===== src/rtl/arb_pkg.sv =====
// Shared helpers for the age-based port arbiter.
// Assumes port indices are small non-negative integers.
package arb_pkg;
    // Index of the port that follows cur, wrapping at n.
    function automatic int unsigned next_port(int unsigned cur, int unsigned n);
        return (cur + 1 >= n) ? 0 : cur + 1;
    endfunction
endpackage


===== src/rtl/age_counter.sv =====
// One port's countdown age counter.
// Loads start on reset or when the port is granted. Counts down by one
// while the port waits ungranted with aging enabled. Stops at zero.
// Assumes start is stable while the port waits.
module age_counter #(
    parameter int AGE_W = 10
) (
    input  logic             clk,
    input  logic             rst_n,
    input  logic [AGE_W-1:0] start,
    input  logic             pending,
    input  logic             granted,
    input  logic             age_en,
    output logic [AGE_W-1:0] count,
    output logic             expired
);
    // Counter load, countdown and saturation.
    always_ff @(posedge clk) begin
        if (!rst_n || granted)
            count <= start;
        else if (pending && age_en && count != '0)
            count <= count - 1'b1;
    end

    // Top priority when either the count or the programmed start is zero.
    always_comb expired = (count == '0) || (start == '0);
endmodule


===== src/rtl/page_match.sv =====
// Compares the masked page of a new address with a remembered one.
// An all-zero mask reports no match.
module page_match #(
    parameter int ADDR_W = 32
) (
    input  logic [ADDR_W-1:0] addr,
    input  logic [ADDR_W-1:0] prev,
    input  logic [ADDR_W-1:0] mask,
    output logic              hit
);
    // Match only when the mask selects at least one bit.
    always_comb hit = (mask != '0) && (((addr ^ prev) & mask) == '0);
endmodule


===== src/rtl/rr_pick.sv =====
// Round-robin picker.
// Returns the first set candidate found by scanning upward from ptr,
// wrapping at N. Assumes ptr < N.
module rr_pick #(
    parameter int N     = 8,
    parameter int PTR_W = 3
) (
    input  logic [N-1:0]     cand,
    input  logic [PTR_W-1:0] ptr,
    output logic [N-1:0]     sel,
    output logic [PTR_W-1:0] idx,
    output logic             any
);
    // Circular scan from ptr for the first candidate.
    always_comb begin
        sel = '0;
        idx = '0;
        any = 1'b0;
        for (int k = 0; k < N; k++) begin
            int j;
            j = int'(ptr) + k;
            if (j >= N) j = j - N;
            if (!any && cand[j]) begin
                any    = 1'b1;
                sel[j] = 1'b1;
                idx    = PTR_W'(j);
            end
        end
    end
endmodule


===== src/rtl/age_port_arbiter.sv =====
// Age-based request arbiter for the ports of a memory controller.
// The rules, in priority order:
//   1. exhausted age (counter or start value zero)
//   2. same-page continuation of the port served last
//   3. smallest truncated age
//   4. round robin among ties
// The grant is combinational. The state advances on the rising edge.
// Assumes requesters hold req_addr steady while req_valid is high.
module age_port_arbiter
    import arb_pkg::*;
#(
    parameter int NPORT   = 8,
    parameter int AGE_W   = 10,
    parameter int TRUNC_W = 5,
    parameter int ADDR_W  = 32
) (
    input  logic                    clk,
    input  logic                    rst_n,
    input  logic [NPORT-1:0]        req_valid,
    input  logic [NPORT*ADDR_W-1:0] req_addr,
    input  logic [NPORT*AGE_W-1:0]  start_age,
    input  logic [ADDR_W-1:0]       page_mask,
    input  logic                    age_en,
    output logic [NPORT-1:0]        grant,
    output logic                    grant_valid
);
    localparam int PTR_W = (NPORT > 1) ? $clog2(NPORT) : 1;
    localparam int TLO   = AGE_W - TRUNC_W;

    logic [NPORT*AGE_W-1:0] age_q;
    logic [NPORT-1:0]       age_zero;
    logic [ADDR_W-1:0]      addr_a [NPORT];

    logic [PTR_W-1:0]  rr_ptr_q, cur_q, win_idx, rr_idx;
    logic              cur_valid_q;
    logic [ADDR_W-1:0] last_addr_q;

    logic [NPORT-1:0]   zero_set, lowest, cand, rr_sel;
    logic [TRUNC_W-1:0] min_t;
    logic               rr_any, hit_raw, page_hit, use_page;

    genvar gi;
    generate
        for (gi = 0; gi < NPORT; gi++) begin : g_port
            assign addr_a[gi] = req_addr[gi*ADDR_W +: ADDR_W];
            age_counter #(.AGE_W(AGE_W)) u_cnt (
                .clk     (clk),
                .rst_n   (rst_n),
                .start   (start_age[gi*AGE_W +: AGE_W]),
                .pending (req_valid[gi]),
                .granted (grant[gi]),
                .age_en  (age_en),
                .count   (age_q[gi*AGE_W +: AGE_W]),
                .expired (age_zero[gi])
            );
        end
    endgenerate

    // Page continuation test for the port served last.
    page_match #(.ADDR_W(ADDR_W)) u_pm (
        .addr (addr_a[cur_q]),
        .prev (last_addr_q),
        .mask (page_mask),
        .hit  (hit_raw)
    );
    always_comb page_hit = cur_valid_q && req_valid[cur_q] && hit_raw;

    // Smallest truncated age among requesters and the set that holds it.
    always_comb begin
        min_t = '1;
        for (int i = 0; i < NPORT; i++)
            if (req_valid[i] && age_q[i*AGE_W+TLO +: TRUNC_W] < min_t)
                min_t = age_q[i*AGE_W+TLO +: TRUNC_W];
        for (int i = 0; i < NPORT; i++)
            lowest[i] = req_valid[i] && (age_q[i*AGE_W+TLO +: TRUNC_W] == min_t);
    end

    // Candidate set: exhausted ports first, else the lowest-age ports.
    always_comb begin
        zero_set = req_valid & age_zero;
        cand     = (|zero_set) ? zero_set : lowest;
    end

    rr_pick #(.N(NPORT), .PTR_W(PTR_W)) u_rr (
        .cand (cand),
        .ptr  (rr_ptr_q),
        .sel  (rr_sel),
        .idx  (rr_idx),
        .any  (rr_any)
    );

    // Final choice between page continuation and the round-robin pick.
    always_comb begin
        use_page = !(|zero_set) && page_hit;
        if (!rst_n) begin
            grant       = '0;
            win_idx     = '0;
            grant_valid = 1'b0;
        end else if (use_page) begin
            grant       = {{(NPORT-1){1'b0}}, 1'b1} << cur_q;
            win_idx     = cur_q;
            grant_valid = 1'b1;
        end else begin
            grant       = rr_sel;
            win_idx     = rr_idx;
            grant_valid = rr_any;
        end
    end

    // Remember the winner, its address and the next round-robin start.
    always_ff @(posedge clk) begin
        if (!rst_n) begin
            rr_ptr_q    <= '0;
            cur_q       <= '0;
            cur_valid_q <= 1'b0;
            last_addr_q <= '0;
        end else if (grant_valid) begin
            rr_ptr_q    <= PTR_W'(next_port(int'(win_idx), NPORT));
            cur_q       <= win_idx;
            cur_valid_q <= 1'b1;
            last_addr_q <= addr_a[win_idx];
        end
    end
endmodule


===== config.mk =====
export PLATFORM = sky130hd
export DESIGN_NAME = age_port_arbiter
export DESIGN_NICKNAME = d
export VERILOG_FILES = /design/src/rtl/arb_pkg.sv /design/src/rtl/age_counter.sv /design/src/rtl/page_match.sv /design/src/rtl/rr_pick.sv /design/src/rtl/age_port_arbiter.sv
export SDC_FILE = /design/constraint.sdc
export NUM_CORES = 1
export LEC_CHECK = 0
export BUFFER_PORTS_ARGS = -buffer_cell sky130_fd_sc_hd__buf_2
export CORE_UTILIZATION = 56
export CTS_BUF_LIST = sky130_fd_sc_hd__clkbuf_4 sky130_fd_sc_hd__clkbuf_8
export CTS_CLUSTER_DIAMETER = 40
export DETAILED_ROUTE_END_ITERATION = 10
export PLACE_DENSITY = 0.84
export SLEW_MARGIN = 20
export SYNTH_ARGS = -nofsm -noshare
export SYNTH_HDL_FRONTEND = slang
export SYNTH_HIERARCHICAL = 1
export SYNTH_SLANG_ARGS = --single-unit

===== constraint.sdc =====
create_clock -name clk -period 28.1 [get_ports clk]
set_input_delay 5.62 -clock clk [delete_from_list [all_inputs] [get_ports clk]]
set_output_delay 5.62 -clock clk [all_outputs]
set_load 0.02 [all_outputs]

# == Yosys cells after proc, flatten, opt, wreduce, memory -nomap -nowiden ==
# Index checks and enable logic that the tools add are counted.
# word_totals
output_inout_bits,9
in_bits,379
elab_cells,316
reg_bits,119
# op_classes
bitwise,12
n_shift,1
order_cmp,36
n_mux,112
n_reduce_logical,111
n_addsub,24
eq_ne,8
# op_table
cell,count
two-way mux 32 bit,12
"greater-or-equal comparator 32 x 1 -> 1 bit, second input constant",8
"< comparator 32 x 5 -> 1 bit, second input constant",8
"greater-or-equal comparator 32 x 5 -> 1 bit, second input constant",7
"subtractor 32 x 5 -> 32 bit, second input constant",7
binary-select mux 32 bit (select 3 bit),2
logical NOT 10 bit,16
two-way mux 10 bit,16
two-way mux 8 bit,11
nonzero test 10 bit,8
"subtractor 10 x 1 -> 10 bit, second input constant",8
bitwise OR 8 bit,7
logical AND 1 bit,51
equality test 5 bit,8
two-way mux 5 bit,8
< comparator 5 bit,7
two-way mux 1 bit,35
two-way mux 3 bit,11
AND 32 bit,1
logical NOT 32 bit,1
nonzero test 32 bit,1
XOR 32 bit,1
binary-select mux 1 bit (select 3 bit),9
demux 1 bit (select 3 bit),8
other kinds (15),53

# == Longest topological paths before layout ==
# logic_depth
word_depth,58
ltp_mapped,81
depth_no_buf,72

# == Cells and area by module ==
# Netlist, hierarchy kept.
# modules_own_cells
module,cells_each,seq_area_each_um2,area_per_inst_um2,n_inst
age_port_arbiter,726,780.7,7778.7,1
age_counter,63,300.3,616.8,8
rr_pick,190,0.0,1467.7,1
page_match,62,0.0,526.8,1

# == Worst setup path after synthesis ==
# Ideal clock, no wire load.
# synth_timing
path_kind,input port to output port
start,input req_valid[0]
end,output grant_valid
setup_slack_ns,4.059
t_required_ns,22.480
path_buffers,9
path_stages,72
arrival_time_ns,18.421
cell_sequence,buf_2 -> nor2b_1 -> ha_1 -> o2111ai_1 -> o311ai_2 -> buf_6 -> buf_2 -> nor2_1 -> a21oi_1 -> inv_1 -> ha_1 -> nand2b_1 -> a31oi_1 -> o21ai_1 -> mux2_1 -> o22a_2 -> o22ai_4 -> nand2_1 -> [... 36 more ...] -> or3_1 -> o31ai_2 -> buf_6 -> mux2_2 -> xor2_1 -> nand4_1 -> o21ai_1 -> mux2_4 -> nor3_1 -> a311oi_1 -> or4_4 -> buf_6 -> nor3_1 -> nand3_1 -> or3_1 -> clkbuf_1 -> clkbuf_1 -> and2_1
# synth_between
elab_chain_len,53
word_cells_on_any_way,96
cone_classes,7 x order compare; 8 x eq/ne; 45 x mux; 1 x bitwise; 35 x reduce/logical
# synth_rtl
item,line_no,text
start: declaration,age_port_arbiter.sv:19,"input logic [NPORT-1:0] req_valid,"
logical AND 1 bit,age_port_arbiter.sv:72,if (req_valid[i] && age_q[i*AGE_W+TLO +: TRUNC_W] < min_t)
two-way mux 5 bit,age_port_arbiter.sv:72,
< comparator 5 bit,age_port_arbiter.sv:72,
logical AND 1 bit,age_port_arbiter.sv:72,
two-way mux 5 bit,age_port_arbiter.sv:72,
< comparator 5 bit,age_port_arbiter.sv:72,
logical AND 1 bit,age_port_arbiter.sv:72,
two-way mux 5 bit,age_port_arbiter.sv:72,
[... 18 more ...],--,
via cand[5],age_port_arbiter.sv:38,"logic [NPORT-1:0] zero_set, lowest, cand, rr_sel;"
[... 20 more ...],--,
logical AND 1 bit,rr_pick.sv:23,if (!any && cand[j]) begin
two-way mux 1 bit,rr_pick.sv:23,
logical NOT 1 bit,rr_pick.sv:23,
logical AND 1 bit,rr_pick.sv:23,
two-way mux 1 bit (*),rr_pick.sv:23,
via rr_any,age_port_arbiter.sv:40,"logic rr_any, hit_raw, page_hit, use_page;"
two-way mux 1 bit (*),age_port_arbiter.sv:99,end else if (use_page) begin
two-way mux 1 bit (*),age_port_arbiter.sv:95,if (!rst_n) begin
end: declaration,age_port_arbiter.sv:25,output logic grant_valid
# Mark *: on every way through the listed nets, which the timed path passes. The rest lies on a longest branch. The select of a mux whose other input is x is not followed.

# == Worst setup path in the final report ==
# layout_timing
start,input req_valid[0]
end,output grant[1]
# layout_between
elab_chain_len,53
word_cells_on_any_way,110
cone_classes,7 x order compare; 8 x eq/ne; 52 x mux; 8 x bitwise; 35 x reduce/logical
# layout_rtl
item,line_no,text
logical AND 1 bit,age_port_arbiter.sv:72,
two-way mux 5 bit,age_port_arbiter.sv:72,
< comparator 5 bit,age_port_arbiter.sv:72,
logical AND 1 bit,age_port_arbiter.sv:72,
two-way mux 5 bit,age_port_arbiter.sv:72,
< comparator 5 bit,age_port_arbiter.sv:72,
logical AND 1 bit,age_port_arbiter.sv:72,
two-way mux 5 bit,age_port_arbiter.sv:72,
[... 18 more ...],--,
via cand[5],age_port_arbiter.sv:38,
[... 20 more ...],--,
logical AND 1 bit,rr_pick.sv:23,
two-way mux 1 bit,rr_pick.sv:23,
logical NOT 1 bit,rr_pick.sv:23,
logical AND 1 bit,rr_pick.sv:23,
two-way mux 8 bit (*),rr_pick.sv:23,
via rr_sel[1],age_port_arbiter.sv:38,
two-way mux 8 bit (*),age_port_arbiter.sv:99,
two-way mux 8 bit (*),age_port_arbiter.sv:95,
end: declaration,age_port_arbiter.sv:24,"output logic [NPORT-1:0] grant,"
# Marks and branches as above.

==> out/results.txt <==
Resized cells post-CTS: 0
Core box area: 25500 µm²
Die ar.: 26900 µm²
CP delay by family, top: simple AND/OR/NAND/NOR gates
Mux contribution to synthesized area: 29.8%
Post-Route WL: 56.2 mm
Worst slew margin: 30.5%
Min Hold Slack: 0.465 ns
CTS Hold Bufs: 0
Pre-CTS setup slack: 1.76 ns
Reg clk slew, reported paths: 0.09 ns
Arrival time worst endpoint: 20.80 ns
Max_cap viols: 0
I/O pin count: 388
Crit path max-delay cell type: or4_4
Area Overhead vs Synth: 17.6%
Synth area leaders: mux4_2 21%, edfxtp_1 16%, dfxtp_1 5.3%
Async S/R FF share, synth: 0%
First-pass GRT wire length: 83.4 mm
Worst setup endpoint: grant[1]
Gp weighted congestion: 1.01
Pin count of the biggest net entering global routing: 74
Clock buffer depth: 2
Primary FF master, synth: edfxtp_1
Root Driver: clkbuf_8
Worst-Skew Late Latency: 0.47 ns
Max FO, Critical Path: 21
Yosys reg bits: 119
Req. time, crit path: 22.48 ns
Setup Crit Path Kind: primary input to output pin
Post-Synth Adder-Cell Area: 2.69%
Dpl hpwl: 44.1 mm
Post-synthesis sequential area ratio: 21.6%
Placed insts: 2131
Post-Syn Nets: 1891
Starting Density: 57.7%
Critical path launch point type: primary input
Post-synthesis compound-gate area fraction: 18.1%
Main combinational cell family by area after synthesis: multiplexers
Peak Freq: 37.9 MHz
Num rows: 58
Fin worst setup slack: 1.68 ns
Worst min path class: register to register
H-tree depth: 4
# port buffers: 387
Pre-antenna DRT Iters: 6
Yosys top cell by area: mux4_2
CTS Sinks: 119
Share of layout cells above drive strength 1: 39.0%
GR Overflow Total: 0
Min cycle time layout: 26.42 ns
Post-Route Skew: 0.0164 ns
XOR/XNOR Fraction of Synth Area: 5.48%
# DRC: 0
Cell Area, Synth: 14700 µm²
YS warnings: 6
Leakage: 6.75 nW
Final core utilization: 67.9%
R2R setup slack: 10.75 ns
TritonCTS clock tree: done
Die Wd: 164 µm
Final Hold Fails: 0
Stages on worst setup path: 65
Final setup viols: 0
RSZ-0062 raised after global routing: no
Drt first-iter violations: 1782
VDD IR max: 0.000178 V
Setup TNS: 0 ns
Most common cell on crit path: ha_1
Gr usage total: 41.3%
CP Launch Point: req_valid[0]
Post-CTS Setup Bufs: 0
Nets: 2229
Share of the synthesized area in the top cell type: 20.7%
RR Endpoint: last_addr_q[11]
Via density: 6.94
Fin crit share: 94.0%
Vias in the first global route: 14.8k
Syn_area_per_cell: 9.92 µm²
Initial antenna violation count: 27
Num CTS Buffers: 17
Worst slew pin tran: 1.04 ns
CP max stage delay: 0.71 ns
Final ANT Viol Nets: 0
WP buf/inv: 7
WHS Path Cells: 1
Worst reg-to-reg path cell count: 68
Count of cell types in the netlist: 100
Routed vias: 15.2k
Routed wire per std cell: 25.6 µm
Post-Syn Instances: 1482
Status: completed
Die Ht: 164 µm
R2R Path Start: g_port[0].u_cnt/count[9]
Post-synth EDFFs: 80
Final Max Slew Viols: 0
PD cells: 155 nW/µm²
Post-Synth Simple-Gate Area: 18.1%
Fin cells: 2191
Filler cell count: 2016
CP Capture Type: output pin
-- routing by layer --
layer | track usage (%) | vias to the layer above | share of wire (%)
met3 | 14.4 | 268 | 12
met2 | 64.1 | 1020 | 46
met4 | 26.8 | 10 | 6.7
met1 | 48.4 | 7241 | 35
li1 | - | 6667 | -
met5 | 2.27 | - | 0.24
-- through the flow --
step	instance area, µm²	power [mW]
after floorplan	14700	2.03
after global placement	16800	2.40
after detailed placement	16800	2.46
after CTS	17200	2.62
after global routing	17300	2.85
final	17300	2.67
-- report_power, final --
group	switching [mW]	total [mW]	internal, mW
sequential	0.110	0.391	0.281
combinational	1.17	2.13	0.956
clock	0.0836	0.156	0.0724
-- how the worst min path moves through the flow --
stage	start	to
after CTS	cur_valid_q	cur_valid_q
after global routing	cur_valid_q	cur_valid_q
after global placement	cur_valid_q	cur_valid_q
after floorplan	cur_valid_q	cur_valid_q
after detailed placement	cur_valid_q	cur_valid_q
final	cur_valid_q	cur_valid_q
-- cell usage after synthesis, types with 7 or more instances --
cell type	number
mux4_2	135
nand2_1	108
edfxtp_1	80
nor2_1	80
o21ai_0	74
mux2i_1	59
a31oi_1	58
inv_1	58
clkbuf_1	57
or4_1	49
xor2_1	48
mux2_2	46
xnor2_1	44
dfxtp_1	39
o31ai_1	37
o211a_1	34
or2_2	34
nor2b_1	31
ha_1	30
nor4_1	29
a21oi_1	28
nand3_1	24
nor3_1	24
nand2b_1	19
buf_1	17
a22oi_1	16
nand4_1	16
a32oi_1	12
a22o_1	10
and2_1	10
or3_1	10
o21ai_1	9
or3_2	8
or4b_4	8
buf_2	7
mux2_4	7
-- placed cells by master, fill, tap and decap left out, types with 12 or more instances in the layout --
master / instances
buf_2: 387
xnor2_1: 44
buf_4: 20
o211a_1: 34
a32oi_1: 12
ha_1: 30
edfxtp_1: 80
inv_1: 58
xor2_1: 48
mux4_2: 135
diode_2: 28
nor3_1: 24
a21oi_1: 28
mux2i_1: 59
clkbuf_8: 18
mux2_2: 46
nand2_1: 108
nor2b_1: 30
nor2_1: 80
a31oi_1: 58
dfxtp_1: 36
o31ai_1: 37
nand2b_1: 19
nor4_1: 29
a22oi_1: 16
nand4_1: 16
or4_1: 49
or2_2: 34
o21ai_0: 74
nand3_1: 24
-- sequential cells by signal, summed over array words and instances, names as in the netlist --
register / count
g_port.u_cnt/count: 80
last_addr_q: 32
cur_valid_q: 1
cur_q: 3
rr_ptr_q: 3
-- worst register-to-register path, delay by kind of cell, from the launching register on --
kind | cells | cell delay (ns)
AO/OA/AOI/OAI | 23 | 4.68
flip-flops | 1 | 0.48
AND/OR/NAND/NOR | 21 | 5.12
XOR/XNOR | 1 | 0.17
adder cells (fa/ha/maj) | 7 | 1.82
multiplexers | 10 | 3.52
buffers and inverters | 6 | 1.46
-- layout make-up --
class                           instances  area (µm²)  share of cell area, %
Antenna cell                           28        70.1                  0.405
Sequential cell                       119        3190                   18.5
Clock buffer                           18         248                   1.43
Clock inverter                         14         126                  0.731
Inverter                               61         229                   1.32
Tap cell                              330         413                   2.39
Timing Repair Buffer                  407        2090                   12.1
Multi-Input combinational cell       1214       10900                   63.2
-- cell families after synthesis --
logic type	after synthesis
AOI/OAI and AO/OA	361
muxes	254
buffers and inverters	149
adders and majority gates	32
DFF	119
and+or+nand+nor	475
xor gates and xnor gates	92
(Power assumes the default switching activity.)
